## src/rtl/cc_alu_pkg.sv

```systemverilog
package cc_alu_pkg;

    localparam int unsigned OP_W = 4;

    typedef enum logic [OP_W-1:0] {
        OP_ADD  = 4'd0,
        OP_SUB  = 4'd1,
        OP_ADDU = 4'd2,
        OP_SUBU = 4'd3,
        OP_AND  = 4'd4,
        OP_OR   = 4'd5,
        OP_NOR  = 4'd6,
        OP_SLL  = 4'd7,
        OP_SRL  = 4'd8
    } alu_op_e;

    typedef struct packed {
        logic sign;
        logic zero;
        logic carry;
        logic parity;
        logic trap;
    } cc_state_t;

endpackage

```

## src/rtl/cc_alu_addsub.sv

```systemverilog
module cc_alu_addsub #(
    parameter int unsigned WIDTH = 32
) (
    input  logic [WIDTH-1:0] a,
    input  logic [WIDTH-1:0] b,
    input  logic             sub,
    output logic [WIDTH-1:0] sum,
    output logic             carry_out,
    output logic             ovf
);
    localparam int unsigned MSB = WIDTH - 1;

    logic [WIDTH-1:0] b_eff;
    logic [WIDTH:0]   wide;

    always_comb begin
        b_eff     = sub ? ~b : b;
        wide      = {1'b0, a} + {1'b0, b_eff} + {{WIDTH{1'b0}}, sub};
        sum       = wide[WIDTH-1:0];
        carry_out = wide[WIDTH];
        // same-sign inputs to the adder with a sign change in the sum
        ovf       = (a[MSB] == b_eff[MSB]) && (sum[MSB] != a[MSB]);
    end
endmodule

```

## src/rtl/cc_alu_bitops.sv

```systemverilog
module cc_alu_bitops
    import cc_alu_pkg::*;
#(
    parameter int unsigned WIDTH = 32
) (
    input  alu_op_e          op,
    input  logic [WIDTH-1:0] a,
    input  logic [WIDTH-1:0] b,
    output logic [WIDTH-1:0] res
);
    localparam int unsigned SHAMT_W = $clog2(WIDTH);

    logic [SHAMT_W-1:0] shamt;

    always_comb begin
        shamt = b[SHAMT_W-1:0];
        unique case (op)
            OP_AND:  res = a & b;
            OP_OR:   res = a | b;
            OP_NOR:  res = ~(a | b);
            OP_SLL:  res = a << shamt;
            OP_SRL:  res = a >> shamt;
            default: res = '0;
        endcase
    end
endmodule

```

## src/rtl/cc_alu_flaggen.sv

```systemverilog
module cc_alu_flaggen #(
    parameter int unsigned WIDTH    = 32,
    parameter int unsigned PAR_BITS = 8
) (
    input  logic [WIDTH-1:0] res,
    output logic             sign,
    output logic             zero,
    output logic             parity
);
    localparam int unsigned PW = (PAR_BITS < WIDTH) ? PAR_BITS : WIDTH;

    logic [PW-1:0] low_bits;

    always_comb begin
        low_bits = res[PW-1:0];
        sign     = res[WIDTH-1];
        zero     = (res == '0);
        parity   = ~(^low_bits);
    end
endmodule

```

## src/rtl/cc_alu.sv

```systemverilog
module cc_alu
    import cc_alu_pkg::*;
#(
    parameter int unsigned WIDTH    = 32,
    parameter int unsigned PAR_BITS = 8
) (
    input  logic             clk,
    input  logic             rst,
    input  logic             in_valid,
    input  logic [3:0]       op,
    input  logic [WIDTH-1:0] a,
    input  logic [WIDTH-1:0] b,
    output logic [WIDTH-1:0] result,
    output logic             flag_sign_q,
    output logic             flag_zero_q,
    output logic             flag_carry_q,
    output logic             flag_parity_q,
    output logic             trap_q
);
    alu_op_e    op_e;
    logic       is_sub;
    logic [WIDTH-1:0] sum;
    logic       add_carry;
    logic       add_ovf;
    logic [WIDTH-1:0] bit_res;
    logic       f_sign;
    logic       f_zero;
    logic       f_parity;
    cc_state_t  cc_d;
    cc_state_t  cc_q;
    logic       carry_d;
    logic       trap_d;

    assign op_e   = alu_op_e'(op);
    assign is_sub = (op_e == OP_SUB) || (op_e == OP_SUBU);

    cc_alu_addsub #(.WIDTH(WIDTH)) u_addsub (
        .a        (a),
        .b        (b),
        .sub      (is_sub),
        .sum      (sum),
        .carry_out(add_carry),
        .ovf      (add_ovf)
    );

    cc_alu_bitops #(.WIDTH(WIDTH)) u_bitops (
        .op (op_e),
        .a  (a),
        .b  (b),
        .res(bit_res)
    );

    cc_alu_flaggen #(.WIDTH(WIDTH), .PAR_BITS(PAR_BITS)) u_flaggen (
        .res   (result),
        .sign  (f_sign),
        .zero  (f_zero),
        .parity(f_parity)
    );

    always_comb begin
        result  = '0;
        carry_d = 1'b0;
        trap_d  = 1'b0;
        case (op_e)
            OP_ADD, OP_SUB: begin
                result  = sum;
                carry_d = add_carry;
                trap_d  = add_ovf;
            end
            OP_ADDU, OP_SUBU: begin
                result  = sum;
                carry_d = add_carry;
            end
            OP_AND, OP_OR, OP_NOR, OP_SLL, OP_SRL: begin
                result  = bit_res;
            end
            default: result = '0;
        endcase

        cc_d = cc_q;
        if (in_valid) begin
            cc_d.sign   = f_sign;
            cc_d.zero   = f_zero;
            cc_d.carry  = carry_d;
            cc_d.parity = f_parity;
            cc_d.trap   = trap_d;
        end
    end

    always_ff @(posedge clk) begin
        if (rst) begin
            cc_q <= '0;
        end else begin
            cc_q <= cc_d;
        end
    end

    assign flag_sign_q   = cc_q.sign;
    assign flag_zero_q   = cc_q.zero;
    assign flag_carry_q  = cc_q.carry;
    assign flag_parity_q = cc_q.parity;
    assign trap_q        = cc_q.trap;
endmodule

```

## config.mk

```make
export PLATFORM = sky130hd
export DESIGN_NAME = cc_alu
export DESIGN_NICKNAME = d
export VERILOG_FILES = /design/src/rtl/cc_alu_pkg.sv /design/src/rtl/cc_alu_addsub.sv /design/src/rtl/cc_alu_bitops.sv /design/src/rtl/cc_alu_flaggen.sv /design/src/rtl/cc_alu.sv
export SDC_FILE = /design/constraint.sdc
export NUM_CORES = 1
export LEC_CHECK = 0
export BUFFER_PORTS_ARGS = -buffer_cell sky130_fd_sc_hd__clkbuf_2
export CORE_MARGIN = 1
export CORE_UTILIZATION = 61
export DETAILED_ROUTE_END_ITERATION = 6
export PLACE_DENSITY = 0.82
export SYNTH_ARGS = -nofsm -noshare
export SYNTH_HDL_FRONTEND = slang
export SYNTH_SLANG_ARGS = --single-unit
export TNS_END_PERCENT = 10
```

## constraint.sdc

```tcl
create_clock -name clk -period 5.1 [get_ports clk]
set_input_delay 0 -clock clk [delete_from_list [all_inputs] [get_ports clk]]
set_output_delay 0 -clock clk [all_outputs]
set_load 0.005 [all_outputs]
```

; ---- Word-level counts from Yosys, hierarchy flattened
; Cells that the tools add are included.
[op_classes]
n_addsub = 2
n_eq_ne = 10
shift = 2
muxes = 5
bitwise = 5
reduce_logical = 8
[op_table]
columns = operator, n
row1 = one-hot mux 32 bit (5 select lines), 1
row2 = NOT 32 bit, 2
row3 = one-hot mux 32 bit (2 select lines), 1
row4 = adder 32 x 32 -> 33 bit, 1
row5 = adder 33 x 1 -> 33 bit, 1
row6 = AND 32 bit, 1
row7 = logical NOT 32 bit, 1
row8 = two-way mux 32 bit, 1
row9 = bitwise OR 32 bit, 1
row10 = << shifter 32 x 5 -> 32 bit, 1
row11 = >> shifter 32 x 5 -> 32 bit, 1
row12 = equality test 4 x 3 -> 1 bit (second input constant), 4
row13 = equality test 4 x 2 -> 1 bit (second input constant), 2
row14 = XOR reduction 8 bit, 1
row15 = OR reduction 5 bit, 1
row16 = equality test 4 x 1 -> 1 bit (second input constant), 1
row17 = equality test 4 bit (second input constant), 1
row18 = logical NOT 4 bit, 1
row19 = OR reduction 4 bit, 1
row20 = two-way mux 1 bit, 2
row21 = OR reduction 2 bit, 1
row22 = equality test 1 bit, 1
row23 = logical AND 1 bit, 1
row24 = logical OR 1 bit, 1
row25 = other kinds (2), 2
[totals]
ff_bits = 5
input_bits = 71
out_inout_bits = 37
elab_cells = 37

; ---- Longest topological paths before layout
[logic_depth]
depth_word = 8
ltp_mapped = 20
ltp_nobuf = 16

; ---- Modules after synthesis
; A second synthesis with hierarchy kept.
[unflattened]
cells_unflattened = 1074
hier_area_um2 = 8085.3
[by_module_without_submodules]
columns = module, instances, cells_each, area_each_um2, seq_area_each_um2
row1 = cc_alu_bitops, 1, 634, 4932.2, 0.0
row2 = cc_alu_addsub, 1, 281, 2029.4, 0.0
row3 = cc_alu, 1, 133, 925.9, 100.1
row4 = cc_alu_flaggen, 1, 26, 197.7, 0.0

; ---- Least setup slack after synthesis
; Ideal clock, no wire load.
[synth_timing]
path_type = in2reg
startpoint = input op[0]
endpoint = register cc_q (netlist bit flag_zero_q)
setup_ns = 0.138
arrival_time_ns = 4.299
required_ns = 4.962
slack_ns = 0.664
cell_stages = 16
path_buffers = 5
cell_sequence = clkbuf_1 > clkbuf_1 > nand2_1 > clkbuf_1 > buf_1 > xnor2_1 > ha_1 > clkbuf_1 > nand2_1 > o31a_1 > or4b_2 > a31o_2 > a41oi_1 > a21oi_1 > o311ai_1 > o32ai_2
[synth_between]
elab_chain_len = 7
elab_cells_between_ends = 18
classes_between = add/sub: 2 / eq/ne: 8 / mux: 3 / reduce/logical: 5
[synth_lines]
columns = item, line
row1 = start: declaration, cc_alu.sv:10  ; input logic [3:0] op,
row2 = equality test 4 x 1 -> 1 bit or equality test 4 x 2 -> 1 bit (tied branches), "cc_alu.sv:35, cc_alu.sv:64"
row3 = logical OR 1 bit, cc_alu.sv:35  ; assign is_sub = (op_e == OP_SUB) || (op_e == OP_SUBU);
row4 = two-way mux 32 bit, cc_alu_addsub.sv:17  ; b_eff = sub ? ~b : b;
row5 = adder 32 x 32 -> 33 bit, cc_alu_addsub.sv:18  ; wide = {1'b0, a} + {1'b0, b_eff} + {{WIDTH{1'b0}}, sub};
row6 = adder 33 x 1 -> 33 bit, cc_alu_addsub.sv:18
row7 = one-hot mux 32 bit (2 select lines) (*), cc_alu.sv:64  ; case (op_e)
row8 = via result[30], cc_alu.sv:13  ; output logic [WIDTH-1:0] result,
row9 = logical NOT 32 bit (*), cc_alu_flaggen.sv:17  ; zero = (res == '0);
row10 = end signal: assignment, cc_alu.sv:92  ; cc_q <= '0;
row11 = end signal: assignment, cc_alu.sv:94  ; cc_q <= cc_d;
row12 = end: declaration, cc_alu.sv:30  ; cc_state_t cc_q;
; Mark *: on every way through the listed nets, which the timed path passes. The rest lies on a longest branch.
; A chain may end at the register's enable or synchronous reset.

; ---- Worst setup path after layout
[layout_timing]
startpoint = input b[2]
endpoint = register cc_q (netlist bit flag_zero_q)
[layout_between]
elab_chain_len = 6
elab_cells_between_ends = 12
classes_between = add/sub: 2 / shift: 2 / mux: 3 / bitwise: 4 / reduce/logical: 1
[layout_lines]
columns = item, line
row1 = start: declaration, cc_alu.sv:12  ; input logic [WIDTH-1:0] b,
row2 = NOT 32 bit, cc_alu_addsub.sv:17
row3 = two-way mux 32 bit, cc_alu_addsub.sv:17
row4 = adder 32 x 32 -> 33 bit, cc_alu_addsub.sv:18
row5 = adder 33 x 1 -> 33 bit, cc_alu_addsub.sv:18
row6 = one-hot mux 32 bit (2 select lines) (*), cc_alu.sv:64
row7 = logical NOT 32 bit (*), cc_alu_flaggen.sv:17
; Every way passes the cells marked *; elsewhere a longest branch is shown, timed or not.

==> flow_summary_export.csv <==
group,metric,value,unit
cts,cts_tree,"done",
yosys,yosysWarnings,0,
yosys,synth.distinct_cells,79,
cts,ctsHoldBuffers,0,
drt,wl,32500,µm
floorplan,core,12000,µm²
sta,max_slew_margin,32.4,%
critical_path,cp-startpoint,"b[2]",
cts,htreeDepth,1,
power_and_ir_drop,p_leak,3.32,nW
cts,cts.path.max_buffers,2,
place,numPortBuffers,107,
place,gp_congestion,1.05,
sta,fmax,0.243,GHz
critical_path,slowest_delay,0.64,ns
sta,finClkSkew,0,ns
global_routing,grt_most_used_layer,"met2",
yosys,avgSynthCellArea,6.83,µm²
floorplan,fp-row-count,40,
critical_path,cp_num_cells,13,
critical_path,r2r_cells,3,
cts,clkTransAtPathRegs,0.03,ns
hold_path,hold_path_class,"primary input to register",
sta,setup_ws,0.981,ns
layout,antenna_cells,0,
cts,cts-resized-gates,0,
cts,cts.sinks,5,
layout,final_cell_mix,"110 x nand2_1, 107 x nor2_1, 104 x clkbuf_2",
critical_path,r2r_slack,4.41,ns
drt,drt_iter0_drc,1756,
global_routing,antenna_found_initial,0,
drt,wl_per_cell,25.4,µm
cts,cts_setup_buffers,0,
sta,setup_viol,0,
job,cap_viol_max_count,0,
critical_path,cp_cell_sequence,"buf_2, buf_4, mux4_2, mux2i_1, o22ai_1, a21oi_1, o221a_2, ha_1, nand4_1, or4_1, nor4_2, nand4b_1, o32ai_2",
critical_path,cp_top_family,"buffers and inverters",
layout,mostFrequentLayoutCell,"nand2_1",
sta,setup_tns,0,ns
power_and_ir_drop,p_per_area,159,nW/µm²
critical_path,r2r_start,"flag_carry_q$_SDFFE_PP0P_",
sta,min_period,4.12,ns
yosys,synth_nets,1217,
yosys,ys_ff_latch,5,
drt,vias,9582,
floorplan,dieArea,12800,µm²
critical_path,worstPathArrival,4.26,ns
sta,rsz0062_at_grt,"no",
layout,final_nets,1244,
drt,antenna_left,0,
sta,finalHoldViolations,0,
yosys,async_flop_share,0,%
place,dpl.hpwl,24800,µm
global_routing,grtUsageTotal,49.2,%
hold_path,hold_start,"rst",
floorplan,start_util,62.8,%
floorplan,die_w,113,µm
critical_path,cp_slowest_cell,"buf_2",
global_routing,grt_pass1_wl,48900,µm
drt,drcViolationCount,0,
yosys,synth_cells,1103,
critical_path,cp.required,5.24,ns
critical_path,path_buf_inv,2,
global_routing,use_met1,66.8,%
cts,cts_root_buf,"clkbuf_16",
layout,syn2layout_area_growth,6.51,%
global_routing,use_met2,74.6,%
power_and_ir_drop,ir_drop,292,µV
yosys,syn_area,7540,µm²
yosys,synth_edf_count,0,
hold_path,hold_depth,2,
floorplan,fp.dieH,113,µm
status,status,"completed",
floorplan,io-pin-count,108,
layout,drive_gt1_share,17.4,%
global_routing,grt_start_max_net_pins,74,
yosys,ys.flop_type,"dfxtp_1",
global_routing,grt_pass1_vias,8589,
place,dpl_worst_slack,0.903,ns
cts,clk_latency,0.23,ns
cts,cts_made_buffers,3,
sta,tightest_slew,1.01,ns
critical_path,start_kind,"primary input",
yosys,yosysSeqAreaShare,1.33,%
critical_path,criticalPathCategory,"primary input to register",
drt,via_per_inst,7.51,
sta,slew_violations,0,
global_routing,overflow,0,
global_routing,use_met3,13.0,%
sta,fin_crit_sh,80.8,%
drt,drt_first_pass_iters,7,
critical_path,end_kind,"register",
critical_path,crit_fanout,44,
==> metal layers <==
layer  wire length, µm  share of wire, %
met5                 0                 0
met4              1320               4.1
met3              4690                14
met2             13700                42
met1             12800                39
==> report_power, final <==
| part | leakage [nW] | internal (mW) | total, mW | switching (mW) |
|---|---|---|---|---|
| Clock | 0.0382 | 0.104 | 0.129 | 0.0254 |
| Combinational | 3.24 | 0.409 | 1.10 | 0.690 |
| Sequential | 0.0406 | 0.0436 | 0.0459 | 0.00230 |
| Total | 3.32 | 0.556 | 1.27 | 0.718 |
==> through the flow <==
step	hold slack [ns]	instance area, µm²	cells	power, mW	utilization, %
after floorplan	0.0724	7540	1103	0.765	-
after global placement	0.270	7950	1272	1.08	66.2
after detailed placement	0.271	7950	1272	1.09	66.2
after CTS	0.0358	8030	1276	1.22	66.8
after global routing	0.0359	8030	1276	1.34	66.8
final	0.0529	8030	1276	1.27	66.8
==> worst register-to-register path, stage by stage, from the launching register on <==
cell	delay [ns]
dfxtp_1	0.32
nand2b_1	0.06
a21o_1	0.15
o41ai_1	0.05
==> flip-flops by register name, summed over array words and instances, names as in the netlist <==
name,cells
flag_carry_q,1
flag_parity_q,1
flag_sign_q,1
flag_zero_q,1
trap_q,1
==> path summary, 6_finish.rpt <==
path	to
hold reg to reg	flag_sign_q$_SDFFE_PP0P_
hold / removal	flag_sign_q$_SDFFE_PP0P_
setup / recovery	flag_zero_q$_SDFFE_PP0P_
setup reg to reg	flag_carry_q$_SDFFE_PP0P_
==> cell usage after synthesis (17+ instances only) <==
| library cell | n | area share, % |
|---|---|---|
| nand4_1 | 17 | 1.4 |
| mux2i_1 | 80 | 11 |
| maj3_1 | 25 | 3.3 |
| a22oi_1 | 17 | 1.7 |
| buf_2 | 17 | 1.1 |
| clkbuf_1 | 62 | 3.1 |
| xnor2_1 | 47 | 5.5 |
| o21ai_0 | 79 | 5.2 |
| a21oi_1 | 88 | 5.8 |
| a211oi_1 | 30 | 3.0 |
| mux2_2 | 34 | 5.1 |
| nand3_1 | 21 | 1.4 |
| ha_1 | 42 | 7.0 |
| nor2_1 | 108 | 5.4 |
| nor3_1 | 26 | 1.7 |
| nand2_1 | 110 | 5.5 |
| o22ai_1 | 26 | 2.2 |
| a21o_1 | 17 | 1.7 |
==> cells by family after synthesis <==
| logic type | after synthesis | synth area share (%) |
|---|---|---|
| compound gates | 366 | 31.7 |
| buf+inv | 120 | 7.05 |
| flops | 5 | 1.33 |
| mux | 130 | 20.6 |
| fa+ha+maj | 68 | 10.6 |
| simple gates | 359 | 22.4 |
| xor+xnor | 55 | 6.39 |
==> final cells by class <==
class	count	area, µm²
sequential	5	100
timing repair buffer	123	683
fill	1135	3980
tap	147	184
multi-input combinational	978	6910
inverter	19	73.8
clock buffer	4	78.8
Power figures use the tool's default switching activity.
